**src/rtl/pwf_pkg.sv**
```systemverilog
package pwf_pkg;
  localparam int SEL_W  = 3;
  localparam int LOAD_W = 2;

  localparam logic [SEL_W-1:0] FMT_HOLD = 3'd0;
  localparam logic [SEL_W-1:0] FMT_RZ   = 3'd1;
  localparam logic [SEL_W-1:0] FMT_RTO  = 3'd2;
  localparam logic [SEL_W-1:0] FMT_XOR  = 3'd3;
  localparam logic [SEL_W-1:0] FMT_ONE  = 3'd4;
  localparam logic [SEL_W-1:0] FMT_ZERO = 3'd5;

  localparam logic [LOAD_W-1:0] LD_FOLLOW = 2'd0;
  localparam logic [LOAD_W-1:0] LD_ON     = 2'd1;

  localparam int NUM_PATHS = 2;
  localparam int PATH_DAT  = 0;
  localparam int PATH_ENA  = 1;
endpackage

```
**src/rtl/pwf_hold_stage.sv**
```systemverilog
module pwf_hold_stage (
  input  logic clk,
  input  logic rst_n,
  input  logic clr,
  input  logic pat,
  input  logic tg,
  output logic held_now
);
  logic tg_q;
  logic hold_q;
  logic tg_rise;

  assign tg_rise  = tg & ~tg_q;
  assign held_now = clr ? 1'b0 : (tg_rise ? pat : hold_q);

  always_ff @(posedge clk or negedge rst_n) begin
    if (!rst_n) begin
      tg_q   <= 1'b0;
      hold_q <= 1'b0;
    end else begin
      tg_q   <= tg;
      hold_q <= held_now;
    end
  end

  p_hold_keep_r1: assert property (@(posedge clk) disable iff (!rst_n)
    (!clr && !(tg && !tg_q)) |=> $stable(hold_q));
  p_hold_take_r1: assert property (@(posedge clk) disable iff (!rst_n)
    (!clr && tg && !tg_q) |=> (hold_q == $past(pat)));
  p_clear_wins_r8: assert property (@(posedge clk) disable iff (!rst_n)
    clr |=> (hold_q == 1'b0));
endmodule

```
**src/rtl/pwf_fmt_mux.sv**
```systemverilog
module pwf_fmt_mux
  import pwf_pkg::*;
(
  input  logic [SEL_W-1:0] sel,
  input  logic             held,
  input  logic             pat,
  input  logic             tg,
  output logic             y
);
  always_comb begin
    case (sel)
      FMT_HOLD: y = held;
      FMT_RZ:   y = pat & tg;
      FMT_RTO:  y = pat | ~tg;
      FMT_XOR:  y = pat ^ tg;
      FMT_ONE:  y = 1'b1;
      FMT_ZERO: y = 1'b0;
      default:  y = 1'b0;
    endcase
  end
endmodule

```
**src/rtl/pwf_pin_slice.sv**
```systemverilog
module pwf_pin_slice
  import pwf_pkg::*;
(
  input  logic              clk,
  input  logic              rst_n,
  input  logic              clr,
  input  logic              dat_pat,
  input  logic              dat_tg,
  input  logic [SEL_W-1:0]  dat_sel,
  input  logic              ena_pat,
  input  logic              ena_tg,
  input  logic [SEL_W-1:0]  ena_sel,
  input  logic [LOAD_W-1:0] load_mode,
  output logic              drv_data,
  output logic              drv_en,
  output logic              load_en
);
  logic [NUM_PATHS-1:0]            p_pat, p_tg, p_held, p_y;
  logic [NUM_PATHS-1:0][SEL_W-1:0] p_sel;
  logic                            load_next;
  logic                            armed_q;

  assign p_pat[PATH_DAT] = dat_pat;
  assign p_tg [PATH_DAT] = dat_tg;
  assign p_sel[PATH_DAT] = dat_sel;
  assign p_pat[PATH_ENA] = ena_pat;
  assign p_tg [PATH_ENA] = ena_tg;
  assign p_sel[PATH_ENA] = ena_sel;

  for (genvar k = 0; k < NUM_PATHS; k++) begin : g_path
    pwf_hold_stage u_hold (
      .clk      (clk),
      .rst_n    (rst_n),
      .clr      (clr),
      .pat      (p_pat[k]),
      .tg       (p_tg[k]),
      .held_now (p_held[k])
    );
    pwf_fmt_mux u_mux (
      .sel  (p_sel[k]),
      .held (p_held[k]),
      .pat  (p_pat[k]),
      .tg   (p_tg[k]),
      .y    (p_y[k])
    );
  end

  always_comb begin
    case (load_mode)
      LD_FOLLOW: load_next = ~p_y[PATH_ENA];
      LD_ON:     load_next = 1'b1;
      default:   load_next = 1'b0;
    endcase
  end

  always_ff @(posedge clk or negedge rst_n) begin
    if (!rst_n) begin
      drv_data <= 1'b0;
      drv_en   <= 1'b0;
      load_en  <= 1'b0;
      armed_q  <= 1'b0;
    end else begin
      drv_data <= p_y[PATH_DAT];
      drv_en   <= p_y[PATH_ENA];
      load_en  <= load_next;
      armed_q  <= 1'b1;
    end
  end

  p_rz_low_r2: assert property (@(posedge clk) disable iff (!rst_n)
    armed_q && $past(dat_sel == FMT_RZ && !dat_pat) |-> !drv_data);
  p_rto_high_r3: assert property (@(posedge clk) disable iff (!rst_n)
    armed_q && $past(dat_sel == FMT_RTO && !dat_tg) |-> drv_data);
  p_xor_r4: assert property (@(posedge clk) disable iff (!rst_n)
    armed_q && $past(dat_sel == FMT_XOR) |-> (drv_data == ($past(dat_pat) ^ $past(dat_tg))));
  p_static_on_r5: assert property (@(posedge clk) disable iff (!rst_n)
    armed_q && $past(ena_sel == FMT_ONE) |-> drv_en);
  p_static_off_r6: assert property (@(posedge clk) disable iff (!rst_n)
    armed_q && $past(ena_sel >= FMT_ZERO) |-> !drv_en);
  p_load_follow_r7: assert property (@(posedge clk) disable iff (!rst_n)
    armed_q && $past(load_mode == LD_FOLLOW) |-> (load_en != drv_en));
  p_load_on_r7: assert property (@(posedge clk) disable iff (!rst_n)
    armed_q && $past(load_mode == LD_ON) |-> load_en);
endmodule

```
**src/rtl/pwf_format_combiner.sv**
```systemverilog
module pwf_format_combiner
  import pwf_pkg::*;
#(
  parameter int NUM_PINS = 4
) (
  input  logic                             clk,
  input  logic                             rst_n,
  input  logic                             clr,
  input  logic [NUM_PINS-1:0]              dat_pat,
  input  logic [NUM_PINS-1:0]              dat_tg,
  input  logic [NUM_PINS-1:0][SEL_W-1:0]   dat_sel,
  input  logic [NUM_PINS-1:0]              ena_pat,
  input  logic [NUM_PINS-1:0]              ena_tg,
  input  logic [NUM_PINS-1:0][SEL_W-1:0]   ena_sel,
  input  logic [NUM_PINS-1:0][LOAD_W-1:0]  load_mode,
  output logic [NUM_PINS-1:0]              drv_data,
  output logic [NUM_PINS-1:0]              drv_en,
  output logic [NUM_PINS-1:0]              load_en
);
  for (genvar p = 0; p < NUM_PINS; p++) begin : g_pin
    pwf_pin_slice u_slice (
      .clk       (clk),
      .rst_n     (rst_n),
      .clr       (clr),
      .dat_pat   (dat_pat[p]),
      .dat_tg    (dat_tg[p]),
      .dat_sel   (dat_sel[p]),
      .ena_pat   (ena_pat[p]),
      .ena_tg    (ena_tg[p]),
      .ena_sel   (ena_sel[p]),
      .load_mode (load_mode[p]),
      .drv_data  (drv_data[p]),
      .drv_en    (drv_en[p]),
      .load_en   (load_en[p])
    );
  end
endmodule

```
**config.mk**
```make
export PLATFORM = sky130hd
export DESIGN_NAME = pwf_format_combiner
export DESIGN_NICKNAME = d
export VERILOG_FILES = /design/src/rtl/pwf_pkg.sv /design/src/rtl/pwf_hold_stage.sv /design/src/rtl/pwf_fmt_mux.sv /design/src/rtl/pwf_pin_slice.sv /design/src/rtl/pwf_format_combiner.sv
export SDC_FILE = /design/constraint.sdc
export NUM_CORES = 1
export LEC_CHECK = 0
export BUFFER_PORTS_ARGS = -buffer_cell sky130_fd_sc_hd__buf_2
export CAP_MARGIN = 20
export CORE_ASPECT_RATIO = 1.75
export CORE_MARGIN = 4
export CORE_UTILIZATION = 44
export CTS_CLUSTER_DIAMETER = 40
export DETAILED_ROUTE_END_ITERATION = 7
export GPL_TIMING_DRIVEN = 0
export PLACE_DENSITY = 0.72
export SLEW_MARGIN = 10
export SYNTH_ARGS = -nofsm -noshare
export SYNTH_HDL_FRONTEND = slang
export SYNTH_SLANG_ARGS = --single-unit
```
**constraint.sdc**
```tcl
create_clock -name clk -period 1.21 [get_ports clk]
set_clock_uncertainty 0.15 [all_clocks]
set_input_delay 0.242 -clock clk [delete_from_list [all_inputs] [get_ports clk]]
set_output_delay 0.242 -clock clk [all_outputs]
set_load 0.01 [all_outputs]
```
==> flow_summary.json <==
{
  "outcome": "finished with violations",
  "violations": "setup timing",
  "synth_area_per_cell_sq_um": 11.1,
  "yosys_warnings": 0,
  "critical_path.endpoint_type": "flop",
  "drv_cap": 0,
  "drc": 0,
  "layout_min_cycle_time_ns": 1.43,
  "synthesis.nets": 216,
  "synth-seq-cells": 28,
  "holdCritPathClass": "in2reg",
  "netlist_area_sq_um": 1650,
  "area_growth_pct": 40.9,
  "vias_per_cell": 5.00,
  "overflow": 0,
  "worstPathMaxFanout": 2,
  "cp_num_buf_inv": 0,
  "grt_usage_pct": 15.4,
  "r2r_end": "g_pin[2].u_slice.load_en",
  "synth_cells": 149,
  "hold_slack_ns": 0.00825,
  "cp_slowest_cell": "dfrtp_1",
  "antenna_cells": 0,
  "p_leak_nw": 1.22,
  "die_area_sq_um": 4830,
  "rows": 29,
  "seqPwrFrac_pct": 49.7,
  "fin_cells": 267,
  "die_w_microns": 54.3,
  "core_area_sq_um": 3630,
  "post-dp-hpwl_mm": 2.74,
  "p_int_mw": 1.52,
  "r2r_slack_ns": -0.22,
  "powerDensity_nw_per_um2": 889,
  "crit_chain": "nor4bb_4 -> a311oi_2 -> o32ai_2 -> a21oi_1",
  "r2r-start": "g_pin[2].u_slice.g_path[1].u_hold.tg_q",
  "design_area_sq_um": 2320,
  "antenna_found_initial": 0,
  "switching_share_pct": 26.3,
  "max_freq_ghz": 0.701,
  "routed_wl_mm": 3.59,
  "gp_congestion": 0.655,
  "cts_buffer_depth": 2,
  "start_util_pct": 45.4,
  "tightest_slew_ns": 0.395,
  "p_clk_share_pct": 24.5,
  "crit_family": "compound AO/OA/AOI/OAI gates",
  "crit_path_start_kind": "flop",
  "synth-seq-area-share_pct": 42.5,
  "placed_cells": 257,
  "cts_tree": "yes",
  "final_nets": 290,
  "power_switching_uw": 544,
  "crit_arrival_ns": 1.44,
  "drive_above_1_share_pct": 43.0,
  "postRouteAntennaNets": 0,
  "crit_type": "reg2reg",
  "dpl_cell_area_sq_um": 2020,
  "clock-sinks": 28,
  "grt_pass1_vias": 1308,
  "vias": 1335,
  "reg2reg_depth": 4,
  "critical_path.startpoint": "g_pin[2].u_slice.g_path[1].u_hold.tg_q",
  "htreeDepth": 1,
  "portBuffers": 62,
  "cp-endpoint": "g_pin[2].u_slice.load_en",
  "first_pass_iters": 4,
  "max_slew_margin_pct": 73.7,
  "ios": 63,
  "clkLatencyLatePin_ns": 0.27,
  "clk_pin_slew_ns": 0.09,
  "postLayoutSetupSlackWorst_ns": -0.217,
  "power_mw": 2.06,
  "ys_types": 27,
  "die_y_microns": 89.0,
  "slew_violations": 0,
  "min_period_over_period_pct": 118,
  "grt_pass1_wl_mm": 5.46,
  "vdd_ir_drop_max_mv": 0.890,
  "crit_required_ns": 1.22,
  "cts_root_buffer": "clkbuf_8",
  "hold_viol_final": 0,
  "comb_power_share_pct": 25.8,
  "fillers": 316,
  "min-delay-start": "dat_sel[11]",
  "cp_num_cells": 4,
  "finish.utilization_pct": 64.0,
  "wl_per_cell_microns": 13.5,
  "rsz0062_at_grt": "yes",
  "numCtsBuffers": 3,
  "setup_viol": 8,
  "drt_iter0_markers": 5,
  "hold_depth": 2,
  "grt_max_degree": 29,
  "slowest_delay_ns": 0.42
}
==> per-stage QoR <==
step	setup slack [ns]	setup TNS (ns)
floorplan	-0.0987	-0.319
global placement	-0.328	-1.99
detailed placement	-0.354	-2.33
CTS	-0.218	-1.27
global route	-0.290	-1.62
finish	-0.217	-0.932
==> synth_stat cells (all sizes together) <==
cell	instances	area (sq um)
a31o	4	35.0
a31oi	3	18.8
nand2b	8	50.1
mux2i	12	120
o21ai	3	15.0
o2bb2ai	1	8.76
o32ai	4	50.1
nand2	4	15.0
a311oi	4	41.3
ha	16	200
inv	16	62.6
nor3	3	15.0
o21bai	1	7.51
nor2	9	33.8
a21bo	3	30.0
and3b	4	35.0
a21oi	9	45.0
nor4bb	1	25.0
buf	13	101
dfrtp	28	701
and4bb	3	37.5
==> power by group through the flow <==
stage | Clock [mW] | Sequential, mW | Combinational (mW)
after floorplan | 0 | 1.03 | 0.240
after global placement | 0 | 1.03 | 0.435
after detailed placement | 0 | 1.03 | 0.449
after CTS | 0.517 | 1.02 | 0.505
after global routing | 0.554 | 1.03 | 0.586
final | 0.507 | 1.03 | 0.533
==> routing by layer <==
metal | vias up | wire length (microns) | GRT usage [%]
met3 | 4 | 175 | 2.17
met1 | 641 | 1190 | 14.2
met4 | 0 | 49 | 6.12
li1 | 661 | - | -
met2 | 29 | 2180 | 31.3
met5 | - | 0 | 0
==> placed cells by master, fill, tap and decap left out <==
cell / instances
buf_2: 49
dfrtp_1: 28
ha_1: 16
inv_1: 15
buf_6: 15
dlygate4sd3_1: 13
mux2i_1: 9
a21oi_1: 9
nor2_1: 8
nand2b_4: 4
nand2_1: 4
nand2b_1: 4
a311oi_2: 4
and3b_1: 4
o32ai_2: 4
buf_4: 4
and4bb_1: 3
a31o_2: 3
o21ai_1: 3
nor3_1: 3
a31oi_1: 3
clkbuf_8: 3
mux2i_4: 2
a21bo_2: 2
mux2i_2: 1
o21bai_1: 1
o2bb2ai_1: 1
inv_4: 1
nor4bb_4: 1
a31o_1: 1
nor2_2: 1
a21bo_1: 1
clkbuf_4: 1
==> cells by family after synthesis <==
family	Yosys count	share of synthesized area [%]
flops	28	42.5
buf+inv	29	9.95
fa+ha+maj	16	12.1
compound gates	32	15.3
simple gates	32	12.8
mux	12	7.29
==> how the worst min path moves through the flow <==
| stage | end | slack [ns] |
|---|---|---|
| after global placement | g_pin[0].u_slice.drv_data | 0.15 |
| after global routing | g_pin[3].u_slice.drv_data | 0.02 |
| after detailed placement | g_pin[0].u_slice.drv_data | 0.15 |
| final | g_pin[3].u_slice.drv_data | 0.008 |
| after floorplan | g_pin[0].u_slice.drv_data | -0.20 |
| after CTS | g_pin[3].u_slice.drv_data | 0.003 |
==> flip-flops by register name, indices dropped and copies added (netlist names) <==
signal	cells
g_pin.u_slice.load_en	4
g_pin.u_slice.g_path.u_hold.tg_q	8
g_pin.u_slice.drv_data	4
g_pin.u_slice.g_path.u_hold.hold_q	8
g_pin.u_slice.drv_en	4
==> timing repair <==
item                                    in CTS  in global routing
gates resized for setup                     21                 12
cloned                                       0                  0
endpoints found under the setup margin      22                 42
hold buffers                                13                  0
endpoints found under the hold margin       40                  0
pin swaps                                    6                  6
setup buffers                                4                  2
==> layout make-up <==
| type | instances | area, sq um | share of cell area, % |
|---|---|---|---|
| multi-input cells | 92 | 878 | 37.8 |
| flip-flops and latches | 28 | 701 | 30.2 |
| repair buffers | 81 | 571 | 24.6 |
| inverters | 16 | 62.6 | 2.69 |
| well taps | 46 | 57.6 | 2.48 |
| clock buffers | 3 | 41.3 | 1.78 |
| plain buffers | 1 | 11.3 | 0.485 |
Power figures use the tool's default switching activity.
